**config.mk**
```make
export PLATFORM = sky130hd
export DESIGN_NAME = vic_irq_ctrl
export DESIGN_NICKNAME = d
export VERILOG_FILES = /design/src/rtl/vic_pkg.sv /design/src/rtl/vic_ext_detect.sv /design/src/rtl/vic_pulse_flag.sv /design/src/rtl/vic_arbiter.sv /design/src/rtl/vic_irq_ctrl.sv
export SDC_FILE = /design/constraint.sdc
export NUM_CORES = 1
export LEC_CHECK = 0
export BUFFER_PORTS_ARGS = -buffer_cell sky130_fd_sc_hd__buf_2
export CORE_MARGIN = 2
export CORE_UTILIZATION = 40
export DETAILED_ROUTE_END_ITERATION = 7
export PLACE_DENSITY = 0.73
export SYNTH_ARGS = -nofsm -noshare
export SYNTH_HDL_FRONTEND = slang
export SYNTH_SLANG_ARGS = --single-unit
```
**constraint.sdc**
```tcl
create_clock -name clk -period 1.9 [get_ports clk]
set_input_delay 0.38 -clock clk [delete_from_list [all_inputs] [get_ports clk]]
set_output_delay 0.38 -clock clk [all_outputs]
set_load 0.01 [all_outputs]
```
**src/rtl/vic_pkg.sv**
```systemverilog
package vic_pkg;
  localparam int unsigned LVL_LO = 0;
  localparam int unsigned LVL_HI = 1;
  localparam int unsigned LVL_N  = 2;

  function automatic int unsigned vec_at(input int unsigned base, input int unsigned step,
                                         input int unsigned idx);
    return base + step * idx;
  endfunction
endpackage

```
**src/rtl/vic_ext_detect.sv**
```systemverilog
module vic_ext_detect (
  input  logic clk,
  input  logic rst_n,
  input  logic pin_n_i,
  input  logic edge_mode_i,
  input  logic clr_i,
  output logic req_o
);
  logic smp_q;
  logic prv_q;
  logic flag_q;
  logic fall;

  assign fall = prv_q & ~smp_q;

  always_ff @(posedge clk) begin
    if (!rst_n) begin
      smp_q  <= 1'b1;
      prv_q  <= 1'b1;
      flag_q <= 1'b0;
    end else begin
      smp_q <= pin_n_i;
      prv_q <= smp_q;
      if (edge_mode_i) flag_q <= fall | (flag_q & ~clr_i);
      else             flag_q <= 1'b0;
    end
  end

  assign req_o = edge_mode_i ? flag_q : ~smp_q;

  AST_FLAG_FROM_FALL: assert property (@(posedge clk) disable iff (!rst_n)
    $rose(flag_q) |-> $past(prv_q && !smp_q));
endmodule

```
**src/rtl/vic_pulse_flag.sv**
```systemverilog
module vic_pulse_flag (
  input  logic clk,
  input  logic rst_n,
  input  logic set_i,
  input  logic clr_i,
  output logic flag_o
);
  always_ff @(posedge clk) begin
    if (!rst_n) flag_o <= 1'b0;
    else        flag_o <= set_i | (flag_o & ~clr_i);
  end
endmodule

```
**src/rtl/vic_arbiter.sv**
```systemverilog
module vic_arbiter #(
  parameter int unsigned SRC_N = 5,
  parameter int unsigned IDX_W = $clog2(SRC_N)
) (
  input  logic [SRC_N-1:0] req_i,
  input  logic [SRC_N-1:0] prio_i,
  input  logic [1:0]       act_i,
  output logic             valid_o,
  output logic             hi_o,
  output logic [IDX_W-1:0] idx_o
);
  logic [SRC_N-1:0] hi_req;
  logic [SRC_N-1:0] lo_req;
  logic [SRC_N-1:0] sel;

  assign hi_req = req_i & prio_i;
  assign lo_req = req_i & ~prio_i;

  always_comb begin
    sel  = '0;
    hi_o = 1'b0;
    if (!act_i[1] && (|hi_req)) begin
      sel  = hi_req;
      hi_o = 1'b1;
    end else if ((act_i == 2'b00) && (|lo_req)) begin
      sel = lo_req;
    end
    valid_o = |sel;
    idx_o   = '0;
    for (int i = SRC_N - 1; i >= 0; i--) begin
      if (sel[i]) idx_o = IDX_W'(i);
    end
  end
endmodule

```
**src/rtl/vic_irq_ctrl.sv**
```systemverilog
module vic_irq_ctrl #(
  parameter int unsigned EXT_N    = 2,
  parameter int unsigned ADDR_W   = 16,
  parameter int unsigned VEC_BASE = 3,
  parameter int unsigned VEC_STEP = 8
) (
  input  logic                   clk,
  input  logic                   rst_n,
  input  logic [EXT_N-1:0]       ext_n_i,
  input  logic [EXT_N-1:0]       ext_edge_i,
  input  logic [EXT_N-1:0]       tmr_ovf_i,
  input  logic                   ser_req_i,
  input  logic                   ie_we_i,
  input  logic [2*EXT_N+1:0]     ie_wdata_i,
  input  logic                   ip_we_i,
  input  logic [2*EXT_N:0]       ip_wdata_i,
  input  logic                   boundary_i,
  input  logic                   reti_i,
  output logic                   take_o,
  output logic [ADDR_W-1:0]      vec_o,
  output logic [1:0]             lvl_o
);
  import vic_pkg::*;

  localparam int unsigned SRC_N   = 2 * EXT_N + 1;
  localparam int unsigned IDX_W   = $clog2(SRC_N);
  localparam int unsigned GIE_BIT = SRC_N;
  localparam int unsigned VEC_TOP = VEC_BASE + VEC_STEP * (SRC_N - 1);

  logic [SRC_N-1:0]  en_q;
  logic              gie_q;
  logic [SRC_N-1:0]  prio_q;
  logic [SRC_N-1:0]  pend;
  logic [SRC_N-1:0]  req_q;
  logic [SRC_N-1:0]  clr_v;
  logic              pick_valid;
  logic              pick_hi;
  logic [IDX_W-1:0]  pick_idx;
  logic              accept;
  logic              take_q;
  logic [ADDR_W-1:0] vec_q;
  logic [LVL_N-1:0]  lvl_q;
  logic [LVL_N-1:0]  lvl_n;

  // Register file written by the CPU
  always_ff @(posedge clk) begin
    if (!rst_n) begin
      en_q   <= '0;
      gie_q  <= 1'b0;
      prio_q <= '0;
    end else begin
      if (ie_we_i) begin
        en_q  <= ie_wdata_i[SRC_N-1:0];
        gie_q <= ie_wdata_i[GIE_BIT];
      end
      if (ip_we_i) prio_q <= ip_wdata_i;
    end
  end

  // Source capture: external line and timer flag pairs, serial last
  for (genvar g = 0; g < EXT_N; g++) begin : g_src
    vic_ext_detect u_ext (
      .clk         (clk),
      .rst_n       (rst_n),
      .pin_n_i     (ext_n_i[g]),
      .edge_mode_i (ext_edge_i[g]),
      .clr_i       (clr_v[2*g]),
      .req_o       (pend[2*g])
    );
    vic_pulse_flag u_tmr (
      .clk    (clk),
      .rst_n  (rst_n),
      .set_i  (tmr_ovf_i[g]),
      .clr_i  (clr_v[2*g+1]),
      .flag_o (pend[2*g+1])
    );
  end
  assign pend[SRC_N-1] = ser_req_i;

  // Masked requests registered ahead of resolution
  always_ff @(posedge clk) begin
    if (!rst_n) req_q <= '0;
    else        req_q <= pend & en_q & {SRC_N{gie_q}};
  end

  vic_arbiter #(.SRC_N(SRC_N), .IDX_W(IDX_W)) u_arb (
    .req_i   (req_q),
    .prio_i  (prio_q),
    .act_i   (lvl_q),
    .valid_o (pick_valid),
    .hi_o    (pick_hi),
    .idx_o   (pick_idx)
  );

  assign accept = boundary_i & pick_valid;
  assign clr_v  = accept ? (SRC_N'(1) << pick_idx) : '0;

  always_comb begin
    lvl_n = lvl_q;
    if (reti_i) begin
      if (lvl_q[LVL_HI]) lvl_n[LVL_HI] = 1'b0;
      else               lvl_n[LVL_LO] = 1'b0;
    end
    if (accept) begin
      if (pick_hi) lvl_n[LVL_HI] = 1'b1;
      else         lvl_n[LVL_LO] = 1'b1;
    end
  end

  always_ff @(posedge clk) begin
    if (!rst_n) begin
      take_q <= 1'b0;
      vec_q  <= '0;
      lvl_q  <= '0;
    end else begin
      take_q <= accept;
      lvl_q  <= lvl_n;
      if (accept) vec_q <= ADDR_W'(vec_at(VEC_BASE, VEC_STEP, 32'(pick_idx)));
    end
  end

  assign take_o = take_q;
  assign vec_o  = vec_q;
  assign lvl_o  = lvl_q;

  AST_TAKE_ON_BOUNDARY: assert property (@(posedge clk) disable iff (!rst_n)
    take_q |-> $past(boundary_i));
  AST_HI_NOT_PREEMPTED: assert property (@(posedge clk) disable iff (!rst_n)
    (lvl_q[LVL_HI] && boundary_i) |=> !take_q);
  AST_VEC_IN_TABLE: assert property (@(posedge clk) disable iff (!rst_n)
    take_q |-> (vec_q >= ADDR_W'(VEC_BASE) && vec_q <= ADDR_W'(VEC_TOP)));
  AST_TAKE_MARKS_LVL: assert property (@(posedge clk) disable iff (!rst_n)
    take_q |-> (lvl_q != '0));
  AST_RETI_DROPS_ONE: assert property (@(posedge clk) disable iff (!rst_n)
    (reti_i && !boundary_i && lvl_q != '0) |=>
      ($countones(lvl_q) == $countones($past(lvl_q)) - 1));
endmodule

```
# After elaboration in Yosys (flattened, before gate mapping)
# Cells that the tools add are included.
# totals
regBits,43
memories,0
ramBits,0
input_bits,24
latchBits,0
romBits,0
# op_classes
n_div,0
multipliers,0
n_mux,16
n_shift,1
reduce_logical,9
eq_ne,0
addsub,1
order_cmp,0
bitwise,22
# op_table
cell,count
$and 5x5->5,4
$mux 3,5
$reduce_or 5->1,3
$mux 5,2
$add 2x6->7 const A,1
$and 1x1->1,7
$mux 1,6
$not 1->1,6
$not 5->5,1
$mux 2,2
$mux 4,1
$or 1x1->1,4
$reduce_and 2->1,2
$shl 1x3->4 const A,1
$logic_and 1x1->1,2
$logic_not 2->1,1
$logic_not 1->1,1

# Logic depth before layout (Yosys ltp)
# Gate-level depths: netlist (run 1).
# logic_depth
ltp_word,16
ltp_mapped,5
ltp_nobuf,5

# Hierarchy
# A second synthesis (run 1) with hierarchy kept.
# unflattened
hier_cells,145
hier_area_um2,1431.4
# modules_own_cells
mod,seq_area_each_um2,area_each_um2,instances,cells_per_inst
vic_irq_ctrl,460.4,920.9,1,92
vic_ext_detect,60.1,113.9,2,11
vic_arbiter,0.0,200.2,1,25
vic_pulse_flag,20.0,41.3,2,3

# Least setup slack after synthesis (run 1)
# No wires, ideal clock.
# synth_path
path_kind,reg-to-reg
startpoint,register prio_q[0]
endpoint,register lvl_q[0] (netlist: lvl_o[0])
setup_slack_ps,332
arrival_ps,1450
synth_period_minus_slack_ps,1568
stages_incl_launch_ff,6
setup_ps,117
cell_sequence,dfxtp_1 a22oi_2 and3_4 o211a_1 o31a_4 a32o_1
# synth_via
elab_chain_len,9
# synth_rtl
element,line,text
"start, declared",vic_irq_ctrl.sv:32,logic [SRC_N-1:0] prio_q;
"start signal, assigned",vic_irq_ctrl.sv:56,if (ip_we_i) prio_q <= ip_wdata_i;
$not 5->5,vic_arbiter.sv:17,assign lo_req = req_i & ~prio_i;
$and 5x5->5,vic_arbiter.sv:17,
$reduce_or 5->1,vic_arbiter.sv:25,end else if ((act_i == 2'b00) && (|lo_req)) begin
$logic_and 1x1->1,vic_arbiter.sv:25,
$mux 5,vic_arbiter.sv:25,
$mux 5,vic_arbiter.sv:22,if (!act_i[1] && (|hi_req)) begin
$reduce_or 5->1,vic_arbiter.sv:28,valid_o = |sel;
$and 1x1->1,vic_irq_ctrl.sv:95,assign accept = boundary_i & pick_valid;
$mux 2 *,vic_irq_ctrl.sv:104,if (accept) begin
"end signal, assigned",vic_irq_ctrl.sv:117,lvl_q <= lvl_n;
"end, declared",vic_irq_ctrl.sv:42,logic [LVL_N-1:0] lvl_q;
# Every way passes the cells marked *; elsewhere a longest branch is shown, timed or not.
# A chain may end at the register's enable or synchronous reset.

# Final worst setup path (run 1)
# layout_path
startpoint,register lvl_q[1] (netlist: lvl_o[1])
endpoint,register lvl_q[0] (netlist: lvl_o[0])
# layout_via
elab_chain_len,7
# layout_rtl
element,line
$logic_not 2->1,vic_arbiter.sv:25
$logic_and 1x1->1,vic_arbiter.sv:25
$mux 5,vic_arbiter.sv:25
$mux 5,vic_arbiter.sv:22
$reduce_or 5->1,vic_arbiter.sv:28
$and 1x1->1,vic_irq_ctrl.sv:95
$mux 2 *,vic_irq_ctrl.sv:104
# Marked as above.

==> impl_metrics.xml, run 1 <==
<?xml version="1.0" encoding="UTF-8"?>
<metrics>
  <group name="clock_tree">
    <metric name="cts-hold-fix-buffers" unit="">0</metric>
    <metric name="cts_num_sinks" unit="">31</metric>
    <metric name="cts-buffers-inserted" unit="">5</metric>
    <metric name="cts-htree-levels" unit="">2</metric>
    <metric name="tritoncts" unit="">yes</metric>
    <metric name="clk_pin_slew" unit="ns">0.11</metric>
    <metric name="worst_skew_pair.late_latency" unit="ns">0.35</metric>
    <metric name="cts_buffer_depth" unit="">2</metric>
    <metric name="cts_repair_resize_count" unit="">0</metric>
    <metric name="post-cts-setup-buffer-count" unit="">0</metric>
    <metric name="cts.root.buffer_cell" unit="">clkbuf_4</metric>
  </group>
  <group name="synth">
    <metric name="post_synth_and_or_nand_nor_area_fraction" unit="%">17.3</metric>
    <metric name="synthesis.area_per_instance" unit="µm²">9.49</metric>
    <metric name="synthesis.instances" unit="">142</metric>
    <metric name="post_synth_main_area_contributors" unit="">dfxtp_1 46%, mux2i_1 8.9%, buf_4 6.7%</metric>
    <metric name="count_of_flip_flops_with_a_built_in_enable_after_synthesis" unit="">0</metric>
    <metric name="synth.ff_latch_count" unit="">31</metric>
    <metric name="synthFlopType" unit="">dfxtp_1</metric>
    <metric name="synthesis.area" unit="mm²">0.00135</metric>
    <metric name="synthesis.yosys.warnings" unit="">0</metric>
    <metric name="yosysSeqAreaShare" unit="%">46.1</metric>
    <metric name="synth_area_leader_cell" unit="">dfxtp_1</metric>
    <metric name="synth_adder_area_share" unit="%">0</metric>
    <metric name="synthArstFlopShare" unit="%">0</metric>
    <metric name="synth_top_family_by_area" unit="">compound AO/OA/AOI/OAI gates</metric>
    <metric name="synth_compound_area_share" unit="%">18.3</metric>
    <metric name="post_synth_xor_area_fraction" unit="%">0</metric>
    <metric name="netlist-cell-type-count" unit="">33</metric>
    <metric name="area_share_of_the_largest_cell_type_after_synthesis" unit="%">46.1</metric>
    <metric name="post_synth_mux_area_share" unit="%">8.91</metric>
  </group>
  <group name="pwr">
    <metric name="p_leak" unit="nW">0.739</metric>
    <metric name="largest_voltage_drop_on_the_vdd_net" unit="V">0.000466</metric>
    <metric name="power-per-cell-area" unit="mW/mm²">750</metric>
  </group>
  <group name="detailed_routing">
    <metric name="drt-initial-drc-count" unit="">18</metric>
    <metric name="routedWlPerCell" unit="µm">11.9</metric>
    <metric name="num_vias" unit="">1078</metric>
    <metric name="via_per_inst" unit="">4.88</metric>
    <metric name="route.detailed.drc" unit="">0</metric>
    <metric name="final_antenna_net_count" unit="">0</metric>
    <metric name="drt_pre_antenna_iters" unit="">4</metric>
    <metric name="totalWireLength" unit="µm">2640</metric>
  </group>
  <group name="sta">
    <metric name="worst_slack" unit="ns">0.221</metric>
    <metric name="timing_max_transition_violations_final" unit="">0</metric>
    <metric name="rsz0062_at_grt" unit="">no</metric>
    <metric name="hold-worst-slack" unit="ns">0.224</metric>
    <metric name="timing.setup.tns" unit="ns">0</metric>
    <metric name="worst_clock_skew" unit="ns">0.0170</metric>
    <metric name="post-route-min-period" unit="ns">1.68</metric>
    <metric name="finalSetupViolations" unit="">0</metric>
    <metric name="hold_viol" unit="">0</metric>
    <metric name="tcrit_tclk_final" unit="%">88.4</metric>
    <metric name="fmax" unit="MHz">596</metric>
  </group>
  <group name="outcome">
    <metric name="outcome" unit="">complete, no violations</metric>
  </group>
  <group name="critical_path">
    <metric name="cpPeakStageDelay" unit="ns">0.49</metric>
    <metric name="crit_path_cell_trace" unit="">inv_1, o2111ai_1, o21ai_0, o31a_4, a32o_1</metric>
    <metric name="arrival" unit="ns">1.93</metric>
    <metric name="setup.worst_path.class" unit="">flip-flop to flip-flop</metric>
    <metric name="worst_path_dominant_cell_family" unit="">compound AO/OA/AOI/OAI gates</metric>
    <metric name="max_fo_critical_path" unit="">7</metric>
    <metric name="crit_required" unit="ns">2.15</metric>
    <metric name="critPathLaunchType" unit="">flip-flop</metric>
    <metric name="crit_buf_inv" unit="">1</metric>
    <metric name="timing.critical_path.slowest_stage_cell" unit="">dfxtp_1</metric>
    <metric name="cp-end-kind" unit="">flip-flop</metric>
  </group>
  <group name="floorplanning">
    <metric name="die_w" unit="µm">62.0</metric>
    <metric name="io_pins" unit="">43</metric>
    <metric name="coreArea" unit="mm²">0.00328</metric>
    <metric name="initial_utilization" unit="%">41.0</metric>
    <metric name="dieHeight" unit="µm">62.0</metric>
    <metric name="dieArea" unit="mm²">0.00385</metric>
    <metric name="core.rowCount" unit="">21</metric>
  </group>
  <group name="placement">
    <metric name="port-buffer-count" unit="">31</metric>
    <metric name="pre_cts_ws" unit="ns">0.244</metric>
    <metric name="routabilityCongestion" unit="">0.847</metric>
    <metric name="dp_hpwl" unit="µm">2000</metric>
  </group>
  <group name="global_routing">
    <metric name="grt_usage" unit="%">16.0</metric>
    <metric name="pin_count_of_the_biggest_net_entering_global_routing" unit="">18</metric>
    <metric name="antenna_violations_before_repair" unit="">0</metric>
    <metric name="first_pass_grt_wire_length" unit="µm">4350</metric>
    <metric name="number_of_global_route_vias_before_repair" unit="">982</metric>
    <metric name="overflow" unit="">0</metric>
  </group>
  <group name="worst_hold_path">
    <metric name="hold_path.class" unit="">input port to flip-flop</metric>
  </group>
  <group name="final_layout">
    <metric name="flow.area_growth_from_synthesis" unit="%">14.8</metric>
    <metric name="finalNetCount" unit="">198</metric>
    <metric name="n_antenna_cell" unit="">0</metric>
    <metric name="drive_gt1_share" unit="%">25.1</metric>
  </group>
  <group name="flow_run">
    <metric name="timing.max_cap.violations" unit="">0</metric>
  </group>
</metrics>
==> placed cells by master, fill, tap and decap left out <==
| cell | instances |
|---|---|
| a32o_1 | 1 |
| clkbuf_4 | 5 |
| o31ai_1 | 1 |
| o21a_1 | 2 |
| inv_1 | 5 |
| a31o_1 | 1 |
| nor3_1 | 2 |
| nand3_1 | 1 |
| nor2b_1 | 3 |
| buf_2 | 31 |
| mux2i_1 | 12 |
| nor2_1 | 12 |
| a21oi_1 | 6 |
| o211ai_1 | 5 |
| o22ai_1 | 1 |
| and2_1 | 2 |
| and2_2 | 1 |
| clkinvlp_4 | 1 |
| nand2_1 | 10 |
| a22oi_2 | 1 |
| a41oi_1 | 2 |
| conb_1 | 11 |
| clkinv_2 | 1 |
| and3_4 | 1 |
| o211a_1 | 3 |
| a221oi_2 | 1 |
| nand2b_1 | 6 |
| and3_1 | 5 |
| o31a_4 | 1 |
| clkbuf_1 | 1 |
| and2b_2 | 1 |
| dfxtp_1 | 31 |
| o21ai_0 | 6 |
| o2111ai_1 | 1 |
| and2b_1 | 1 |
==> worst paths after layout <==
kind | slack [ns] | start | end | depth (start not counted)
hold / removal | 0.22 | ext_n_i[1] | g_src[1].u_ext.smp_q$_SDFF_PN1_ | 2
hold reg to reg | 0.44 | g_src[0].u_ext.prv_q$_SDFF_PN1_ | g_src[0].u_ext.flag_q$_SDFF_PN0_ | 2
setup / recovery | 0.22 | lvl_o[1]$_SDFF_PN0_ | lvl_o[0]$_SDFF_PN0_ | 5
setup reg to reg | 0.22 | lvl_o[1]$_SDFF_PN0_ | lvl_o[0]$_SDFF_PN0_ | 5
==> cells in the mapped netlist, drive strengths merged, types with 3 or more instances <==
master  number
dfxtp       31
buf         13
mux2i       12
nor2        12
nand2       10
a21oi        6
and3         6
nand2b       6
o21ai        6
inv          5
o211ai       5
and2         3
clkbuf       3
nor2b        3
o211a        3
==> cell type report <==
| type | count | area [µm²] |
|---|---|---|
| timing repair buffer | 31 | 155 |
| inverter | 5 | 18.8 |
| multi-input combinational | 100 | 641 |
| fill | 313 | 1740 |
| sequential | 31 | 621 |
| clock inverter | 2 | 12.5 |
| tap | 46 | 57.6 |
| clock buffer | 6 | 41.3 |
==> logic make-up after synthesis <==
family	after synthesis
AO/OA/AOI/OAI	32
buffers and inverters	21
flip-flops	31
AND/OR/NAND/NOR	45
multiplexers	12
other	1
==> sequential cells by signal (all words and copies together) (netlist names) <==
register	cells
en_q	5
g_src.u_ext.flag_q	2
g_src.u_ext.prv_q	2
g_src.u_ext.smp_q	2
g_src.u_tmr.flag_o	2
gie_q	1
lvl_o	2
prio_q	5
req_q	5
take_o	1
vec_o	4
==> where the power goes <==
group	total (mW)	leakage (nW)	switching [mW]	internal (mW)
Combinational	0.0956	0.457	0.0523	0.0433
Clock	0.376	0.0282	0.233	0.142
Sequential	0.689	0.254	0.0157	0.673
==> through the flow <==
| step | area [µm²] | instances | power, mW | utilization, % |
|---|---|---|---|---|
| CTS | 1550 | 221 | 1.17 | 47.1 |
| finish | 1550 | 221 | 1.16 | 47.1 |
| global route | 1550 | 221 | 1.21 | 47.1 |
| global placement | 1490 | 213 | 0.797 | 45.4 |
| floorplan | 1390 | 152 | 0.777 | - |
| detailed placement | 1490 | 213 | 0.799 | 45.4 |
==> layer usage <==
layer | wire, µm | vias up | global-route usage [%]
li1 | - | 541 | -
met1 | 1130 | 487 | 19.4
met5 | 0 | - | 0
met3 | 203 | 7 | 6.63
met2 | 1250 | 43 | 25.1
met4 | 46 | 0 | 6.38
Note: power is estimated with default switching activity, not from simulation.
==> run 2: changes to the inputs <==
--- a/config.mk
+++ b/config.mk
@@ -5,11 +5,14 @@
 export SDC_FILE = /design/constraint.sdc
 export NUM_CORES = 1
 export LEC_CHECK = 0
-export BUFFER_PORTS_ARGS = -buffer_cell sky130_fd_sc_hd__buf_2
+export CAP_MARGIN = 20
+export CELL_PAD_IN_SITES_DETAIL_PLACEMENT = 1
+export CELL_PAD_IN_SITES_GLOBAL_PLACEMENT = 1
 export CORE_MARGIN = 2
 export CORE_UTILIZATION = 40
 export DETAILED_ROUTE_END_ITERATION = 7
-export PLACE_DENSITY = 0.73
+export DONT_BUFFER_PORTS = 1
+export PLACE_DENSITY = 0.77
 export SYNTH_ARGS = -nofsm -noshare
 export SYNTH_HDL_FRONTEND = slang
 export SYNTH_SLANG_ARGS = --single-unit
==> run 2 against run 1 <==
Sequential power about the same. Worst hold slack got worse by 0.10 ns. Fmax fell by 2.8%. First-iteration DRC count increased by 33%. Sequential share of layout area rose by 4.2 points. Die area unchanged. Non-clock buffer count is 30 lower. Combinational power decreased by 36%. Highest routed layer unchanged.
==> impl_metrics.xml, run 2 (synthesized netlist as in run 1, its figures left out) <==
<?xml version="1.0" encoding="UTF-8"?>
<metrics>
  <group name="final_layout">
    <metric name="final_cell_mix" unit="">31 x dfxtp_1, 12 x mux2i_1, 12 x nor2_1</metric>
    <metric name="mostFrequentLayoutCell" unit="">dfxtp_1</metric>
    <metric name="final_cell_area" unit="mm²">0.00140</metric>
    <metric name="drive_gt1_share" unit="%">9.66</metric>
    <metric name="n_antenna_cell" unit="">0</metric>
    <metric name="filler_cell_count" unit="">394</metric>
    <metric name="largestRegisters" unit="">en_q (5), prio_q (5), req_q (5)</metric>
    <metric name="finalNetCount" unit="">168</metric>
    <metric name="flow.area_growth_from_synthesis" unit="%">3.81</metric>
    <metric name="finalCoreUtilization" unit="%">42.6</metric>
  </group>
  <group name="placement">
    <metric name="routabilityCongestion" unit="">0.771</metric>
    <metric name="pre_cts_ws" unit="ns">0.179</metric>
    <metric name="placed_cell_area" unit="mm²">0.00135</metric>
    <metric name="port-buffer-count" unit="">0</metric>
    <metric name="dp_hpwl" unit="µm">2360</metric>
  </group>
  <group name="clock_tree">
    <metric name="cts.root.buffer_cell" unit="">clkbuf_4</metric>
    <metric name="tritoncts" unit="">yes</metric>
    <metric name="cts_num_sinks" unit="">31</metric>
    <metric name="cts-hold-fix-buffers" unit="">0</metric>
    <metric name="cts_buffer_depth" unit="">2</metric>
    <metric name="cts-htree-levels" unit="">2</metric>
    <metric name="cts-buffers-inserted" unit="">5</metric>
    <metric name="worst_skew_pair.late_latency" unit="ns">0.33</metric>
    <metric name="clk_pin_slew" unit="ns">0.09</metric>
  </group>
  <group name="outcome">
    <metric name="outcome" unit="">complete, no violations</metric>
  </group>
  <group name="global_routing">
    <metric name="grt_use_met1" unit="%">19.3</metric>
    <metric name="antenna_violations_before_repair" unit="">0</metric>
    <metric name="first_pass_grt_wire_length" unit="µm">4870</metric>
    <metric name="overflow" unit="">0</metric>
    <metric name="pin_count_of_the_biggest_net_entering_global_routing" unit="">18</metric>
    <metric name="globalRoute.busiestLayer" unit="">met2</metric>
    <metric name="number_of_global_route_vias_before_repair" unit="">1019</metric>
    <metric name="global_route_met2_usage" unit="%">29.5</metric>
    <metric name="grt_usage" unit="%">18.3</metric>
    <metric name="grt_util_met3" unit="%">7.87</metric>
  </group>
  <group name="floorplanning">
    <metric name="coreArea" unit="mm²">0.00328</metric>
    <metric name="die_w" unit="µm">62.0</metric>
    <metric name="dieHeight" unit="µm">62.0</metric>
    <metric name="io_pins" unit="">43</metric>
    <metric name="core.rowCount" unit="">21</metric>
    <metric name="initial_utilization" unit="%">41.0</metric>
    <metric name="dieArea" unit="mm²">0.00385</metric>
  </group>
  <group name="critical_path">
    <metric name="crit_path_cell_trace" unit="">nand2_1, and3_4, o211a_1, o31a_4, a32o_1</metric>
    <metric name="worst_path_dominant_cell_family" unit="">compound AO/OA/AOI/OAI gates</metric>
    <metric name="cp-end-kind" unit="">flip-flop</metric>
    <metric name="max_fo_critical_path" unit="">6</metric>
    <metric name="timing.critical_path.slowest_stage_cell" unit="">dfxtp_1</metric>
    <metric name="critPathLaunchType" unit="">flip-flop</metric>
    <metric name="crit_buf_inv" unit="">0</metric>
    <metric name="setup.worst_path.class" unit="">flip-flop to flip-flop</metric>
    <metric name="cpPeakStageDelay" unit="ns">0.44</metric>
    <metric name="arrival" unit="ns">1.96</metric>
    <metric name="crit_required" unit="ns">2.13</metric>
  </group>
  <group name="detailed_routing">
    <metric name="via_per_inst" unit="">5.19</metric>
    <metric name="num_vias" unit="">992</metric>
    <metric name="routedWlPerCell" unit="µm">15.6</metric>
    <metric name="drt-initial-drc-count" unit="">24</metric>
    <metric name="final_antenna_net_count" unit="">0</metric>
    <metric name="route.detailed.drc" unit="">0</metric>
    <metric name="totalWireLength" unit="µm">2990</metric>
    <metric name="drt_pre_antenna_iters" unit="">4</metric>
  </group>
  <group name="sta">
    <metric name="hold_viol" unit="">0</metric>
    <metric name="post-route-min-period" unit="ns">1.73</metric>
    <metric name="rsz0062_at_grt" unit="">no</metric>
    <metric name="timing_max_transition_violations_final" unit="">0</metric>
    <metric name="tcrit_tclk_final" unit="%">90.9</metric>
    <metric name="finalSetupViolations" unit="">0</metric>
    <metric name="worst_clock_skew" unit="ns">0.0122</metric>
    <metric name="timing.setup.tns" unit="ns">0</metric>
    <metric name="fmax" unit="MHz">579</metric>
    <metric name="hold-worst-slack" unit="ns">0.120</metric>
    <metric name="worst_slack" unit="ns">0.173</metric>
  </group>
  <group name="worst_hold_path">
    <metric name="hold_path.class" unit="">input port to flip-flop</metric>
  </group>
  <group name="pwr">
    <metric name="power-per-cell-area" unit="mW/mm²">793</metric>
    <metric name="largest_voltage_drop_on_the_vdd_net" unit="V">0.000525</metric>
    <metric name="p_leak" unit="nW">0.611</metric>
  </group>
  <group name="flow_run">
    <metric name="timing.max_cap.violations" unit="">0</metric>
  </group>
</metrics>
-- run 2: final cells by class --
cell class | instances | area [µm²] | area share (%)
clock inverter | 1 | 5.00 | 0.358
multi-input combinational | 100 | 644 | 46.1
inverter | 5 | 18.8 | 1.34
tap | 46 | 57.6 | 4.11
clock buffer | 7 | 45.0 | 3.22
sequential | 31 | 621 | 44.4
timing repair buffer | 1 | 7.51 | 0.537
-- run 2: worst paths after layout --
check / end / slack (ns) / depth (start not counted) / start
max: lvl_o[0]$_SDFF_PN0_ / 0.17 / 5 / prio_q[3]$_SDFFE_PN0P_
min: g_src[1].u_ext.smp_q$_SDFF_PN1_ / 0.12 / 1 / rst_n
max reg2reg: lvl_o[0]$_SDFF_PN0_ / 0.17 / 5 / prio_q[3]$_SDFFE_PN0P_
min reg2reg: g_src[0].u_ext.flag_q$_SDFF_PN0_ / 0.46 / 2 / g_src[0].u_ext.prv_q$_SDFF_PN1_
-- run 2: metal layers --
metal  share of wire [%]  vias up
met3                 7.2       15
met5                   0        -
met4                 4.2        0
met1                  40      465
met2                  49       39
li1                    -      473
-- run 2: timing repair --
item	CTS	global route
gates resized for setup	0	1
setup buffers	0	0
setup endpoints to repair	0	1
-- run 2: report_power, final --
group          leakage, nW  total, mW  internal, mW  switching, mW
registers            0.254      0.691         0.673         0.0178
logic                0.328     0.0612        0.0270         0.0342
clock network       0.0293      0.357         0.144          0.213
total                0.611       1.11         0.844          0.265
-- run 2: worst register-to-register path, delay by kind of cell (launching register included) --
| kind | cells | cell delay (ns) |
|---|---|---|
| AO/OA/AOI/OAI | 3 | 0.84 |
| flip-flops | 1 | 0.44 |
| AND/OR/NAND/NOR | 2 | 0.35 |
-- run 2: stage by stage --
step           total power [mW]  cells
2_1_floorplan             0.777    152
3_3_place_gp              0.762    183
3_5_place_dp              0.768    183
4_1_cts                    1.13    191
5_1_grt                    1.18    191
6_report                   1.11    191
==> run 3: changes to the inputs <==
--- a/config.mk
+++ b/config.mk
@@ -10,8 +10,10 @@
 export CELL_PAD_IN_SITES_GLOBAL_PLACEMENT = 1
 export CORE_MARGIN = 2
 export CORE_UTILIZATION = 40
+export CTS_BUF_LIST = sky130_fd_sc_hd__clkbuf_4 sky130_fd_sc_hd__clkbuf_8 sky130_fd_sc_hd__clkbuf_16
 export DETAILED_ROUTE_END_ITERATION = 7
 export DONT_BUFFER_PORTS = 1
+export GPL_TIMING_DRIVEN = 0
 export PLACE_DENSITY = 0.77
 export SYNTH_ARGS = -nofsm -noshare
 export SYNTH_HDL_FRONTEND = slang
==> run 3 against run 2 <==
Wire length increased by 4.2%. Cell area increased by 8.3%. Critical path type unchanged. Sequential power about the same. Cell count increased by 7.9%. Core utilization increased by 3.5 points. Worst hold slack got worse by 0.0048 ns. Combinational power increased by 48%. Clock skew decreased by 0.0016 ns. Via count increased by 5.9%. First-iteration DRC count decreased by 63%. Highest routed layer unchanged. Critical endpoint unchanged. Non-clock buffer count increased by 15.
==> impl_metrics.xml, run 3 (synthesized netlist as in run 1, its figures left out) <==
<?xml version="1.0" encoding="UTF-8"?>
<metrics>
  <group name="detailed_routing">
    <metric name="drt_pre_antenna_iters" unit="">4</metric>
    <metric name="via_per_inst" unit="">5.10</metric>
    <metric name="totalWireLength" unit="µm">3110</metric>
    <metric name="final_antenna_net_count" unit="">0</metric>
    <metric name="num_vias" unit="">1051</metric>
    <metric name="drt-initial-drc-count" unit="">9</metric>
    <metric name="routedWlPerCell" unit="µm">15.1</metric>
    <metric name="route.detailed.drc" unit="">0</metric>
  </group>
  <group name="pwr">
    <metric name="clock_power_share" unit="%">37.4</metric>
    <metric name="power-per-cell-area" unit="mW/mm²">823</metric>
    <metric name="power.share.sequential" unit="%">55.4</metric>
    <metric name="power_switching" unit="µW">299</metric>
    <metric name="switching_share" unit="%">24.0</metric>
    <metric name="internal_power" unit="µW">948</metric>
    <metric name="largest_voltage_drop_on_the_vdd_net" unit="V">0.000455</metric>
    <metric name="p_leak" unit="nW">0.688</metric>
    <metric name="share_comb_of_total_power" unit="%">7.2</metric>
  </group>
  <group name="critical_path">
    <metric name="max_fo_critical_path" unit="">7</metric>
    <metric name="setup.worst_path.class" unit="">flip-flop to flip-flop</metric>
    <metric name="cp-end-kind" unit="">flip-flop</metric>
    <metric name="arrival" unit="ns">2.04</metric>
    <metric name="critPathLaunchType" unit="">flip-flop</metric>
    <metric name="crit_required" unit="ns">2.13</metric>
  </group>
  <group name="global_routing">
    <metric name="overflow" unit="">0</metric>
    <metric name="grt_usage" unit="%">18.6</metric>
    <metric name="first_pass_grt_wire_length" unit="µm">4890</metric>
    <metric name="number_of_global_route_vias_before_repair" unit="">1044</metric>
    <metric name="antenna_violations_before_repair" unit="">0</metric>
    <metric name="pin_count_of_the_biggest_net_entering_global_routing" unit="">11</metric>
  </group>
  <group name="sta">
    <metric name="tcrit_tclk_final" unit="%">95.2</metric>
    <metric name="post-route-min-period" unit="ns">1.81</metric>
    <metric name="worst_clock_skew" unit="ns">0.0106</metric>
    <metric name="rsz0062_at_grt" unit="">no</metric>
    <metric name="hold_viol" unit="">0</metric>
    <metric name="finalSetupViolations" unit="">0</metric>
    <metric name="fmax" unit="MHz">553</metric>
    <metric name="timing_max_transition_violations_final" unit="">0</metric>
    <metric name="timing.setup.tns" unit="ns">0</metric>
    <metric name="worst_slack" unit="ns">0.0910</metric>
  </group>
  <group name="worst_hold_path">
    <metric name="hold_path.class" unit="">input port to flip-flop</metric>
  </group>
  <group name="floorplanning">
    <metric name="dieArea" unit="mm²">0.00385</metric>
    <metric name="dieHeight" unit="µm">62.0</metric>
    <metric name="die_w" unit="µm">62.0</metric>
    <metric name="io_pins" unit="">43</metric>
    <metric name="coreArea" unit="mm²">0.00328</metric>
    <metric name="initial_utilization" unit="%">41.0</metric>
    <metric name="core.rowCount" unit="">21</metric>
  </group>
  <group name="final_layout">
    <metric name="mostFrequentLayoutCell" unit="">dfxtp_1</metric>
    <metric name="largestRegisters" unit="">en_q (5), prio_q (5), req_q (5)</metric>
    <metric name="final_cell_mix" unit="">31 x dfxtp_1, 12 x mux2i_1, 12 x nor2_1, 12 x buf_4, 11 x conb_1</metric>
    <metric name="n_antenna_cell" unit="">0</metric>
    <metric name="flow.area_growth_from_synthesis" unit="%">12.4</metric>
    <metric name="finalNetCount" unit="">183</metric>
    <metric name="final_cell_area" unit="mm²">0.00152</metric>
    <metric name="drive_gt1_share" unit="%">16.3</metric>
  </group>
  <group name="placement">
    <metric name="dp_hpwl" unit="µm">2360</metric>
    <metric name="placed_cell_area" unit="mm²">0.00144</metric>
    <metric name="pre_cts_ws" unit="ns">0.129</metric>
    <metric name="routabilityCongestion" unit="">0.772</metric>
    <metric name="port-buffer-count" unit="">0</metric>
  </group>
  <group name="outcome">
    <metric name="outcome" unit="">complete, no violations</metric>
  </group>
  <group name="clock_tree">
    <metric name="cts_repair_resize_count" unit="">0</metric>
    <metric name="cts-buffers-inserted" unit="">5</metric>
    <metric name="post-cts-setup-buffer-count" unit="">0</metric>
    <metric name="cts-hold-fix-buffers" unit="">0</metric>
    <metric name="cts_num_sinks" unit="">31</metric>
    <metric name="cts.root.buffer_cell" unit="">clkbuf_4</metric>
    <metric name="worst_skew_pair.late_latency" unit="ns">0.34</metric>
    <metric name="cts-htree-levels" unit="">2</metric>
    <metric name="clk_pin_slew" unit="ns">0.10</metric>
    <metric name="cts_buffer_depth" unit="">2</metric>
    <metric name="tritoncts" unit="">yes</metric>
  </group>
  <group name="flow_run">
    <metric name="timing.max_cap.violations" unit="">0</metric>
  </group>
</metrics>
==> run 3: cell count changes in the layout (fill, tap and decap cells not counted) <==
cell      previous run  this run
a21oi_1              5         6
a21oi_2              1         0
buf_1                0         1
buf_4                1        12
clkbuf_1             2         3
clkbuf_4             5         6
clkbuf_8             0         2
clkinv_2             1         0
==> run 3: area by class of cell <==
type                       count  area [µm²]
multi-input combinational    100         641
tap                           46        57.6
sequential                    31         621
fill                         391        1770
buffer                        16         105
inverter                       5        18.8
clock buffer                   8        72.6
==> run 3: critical path, cell delays in order (launching register included) <==
cell	delay [ns]
dfxtp_1	0.51
inv_1	0.20
o2111ai_1	0.20
o21ai_0	0.22
o31a_4	0.35
a32o_1	0.22
==> run 3: worst paths after layout <==
check / startpoint / to / slack (ns) / cells after the start
max reg2reg: lvl_o[1]$_SDFF_PN0_ / lvl_o[0]$_SDFF_PN0_ / 0.09 / 5
max: lvl_o[1]$_SDFF_PN0_ / lvl_o[0]$_SDFF_PN0_ / 0.09 / 5
min reg2reg: g_src[1].u_ext.prv_q$_SDFF_PN1_ / g_src[1].u_ext.flag_q$_SDFF_PN0_ / 0.45 / 2
min: rst_n / g_src[0].u_ext.smp_q$_SDFF_PN1_ / 0.12 / 1
==> run 3: per-layer routing <==
layer,global-route usage (%),vias to the layer above,routed length (µm)
li1,-,507,-
met1,19.0,503,1220
met2,32.3,35,1590
met3,7.45,6,216
met4,10.0,0,84
met5,0,-,0
==> run 3: through the flow <==
step	util (%)	total power [mW]	instances	hold slack [ns]
floorplan	-	0.777	152	0.419
global placement	43.9	0.788	198	0.430
detailed placement	43.9	0.794	198	0.435
CTS	46.1	1.25	206	0.105
global route	46.1	1.30	206	0.0989
finish	46.1	1.25	206	0.115
==> run 3: power by group through the flow <==
stage               clock network (mW)  registers (mW)  logic (mW)
floorplan                            0           0.699      0.0771
global placement                     0           0.704      0.0843
detailed placement                   0           0.706      0.0886
CTS                              0.474           0.691      0.0897
global route                     0.500           0.694       0.103
finish                           0.466           0.690      0.0904
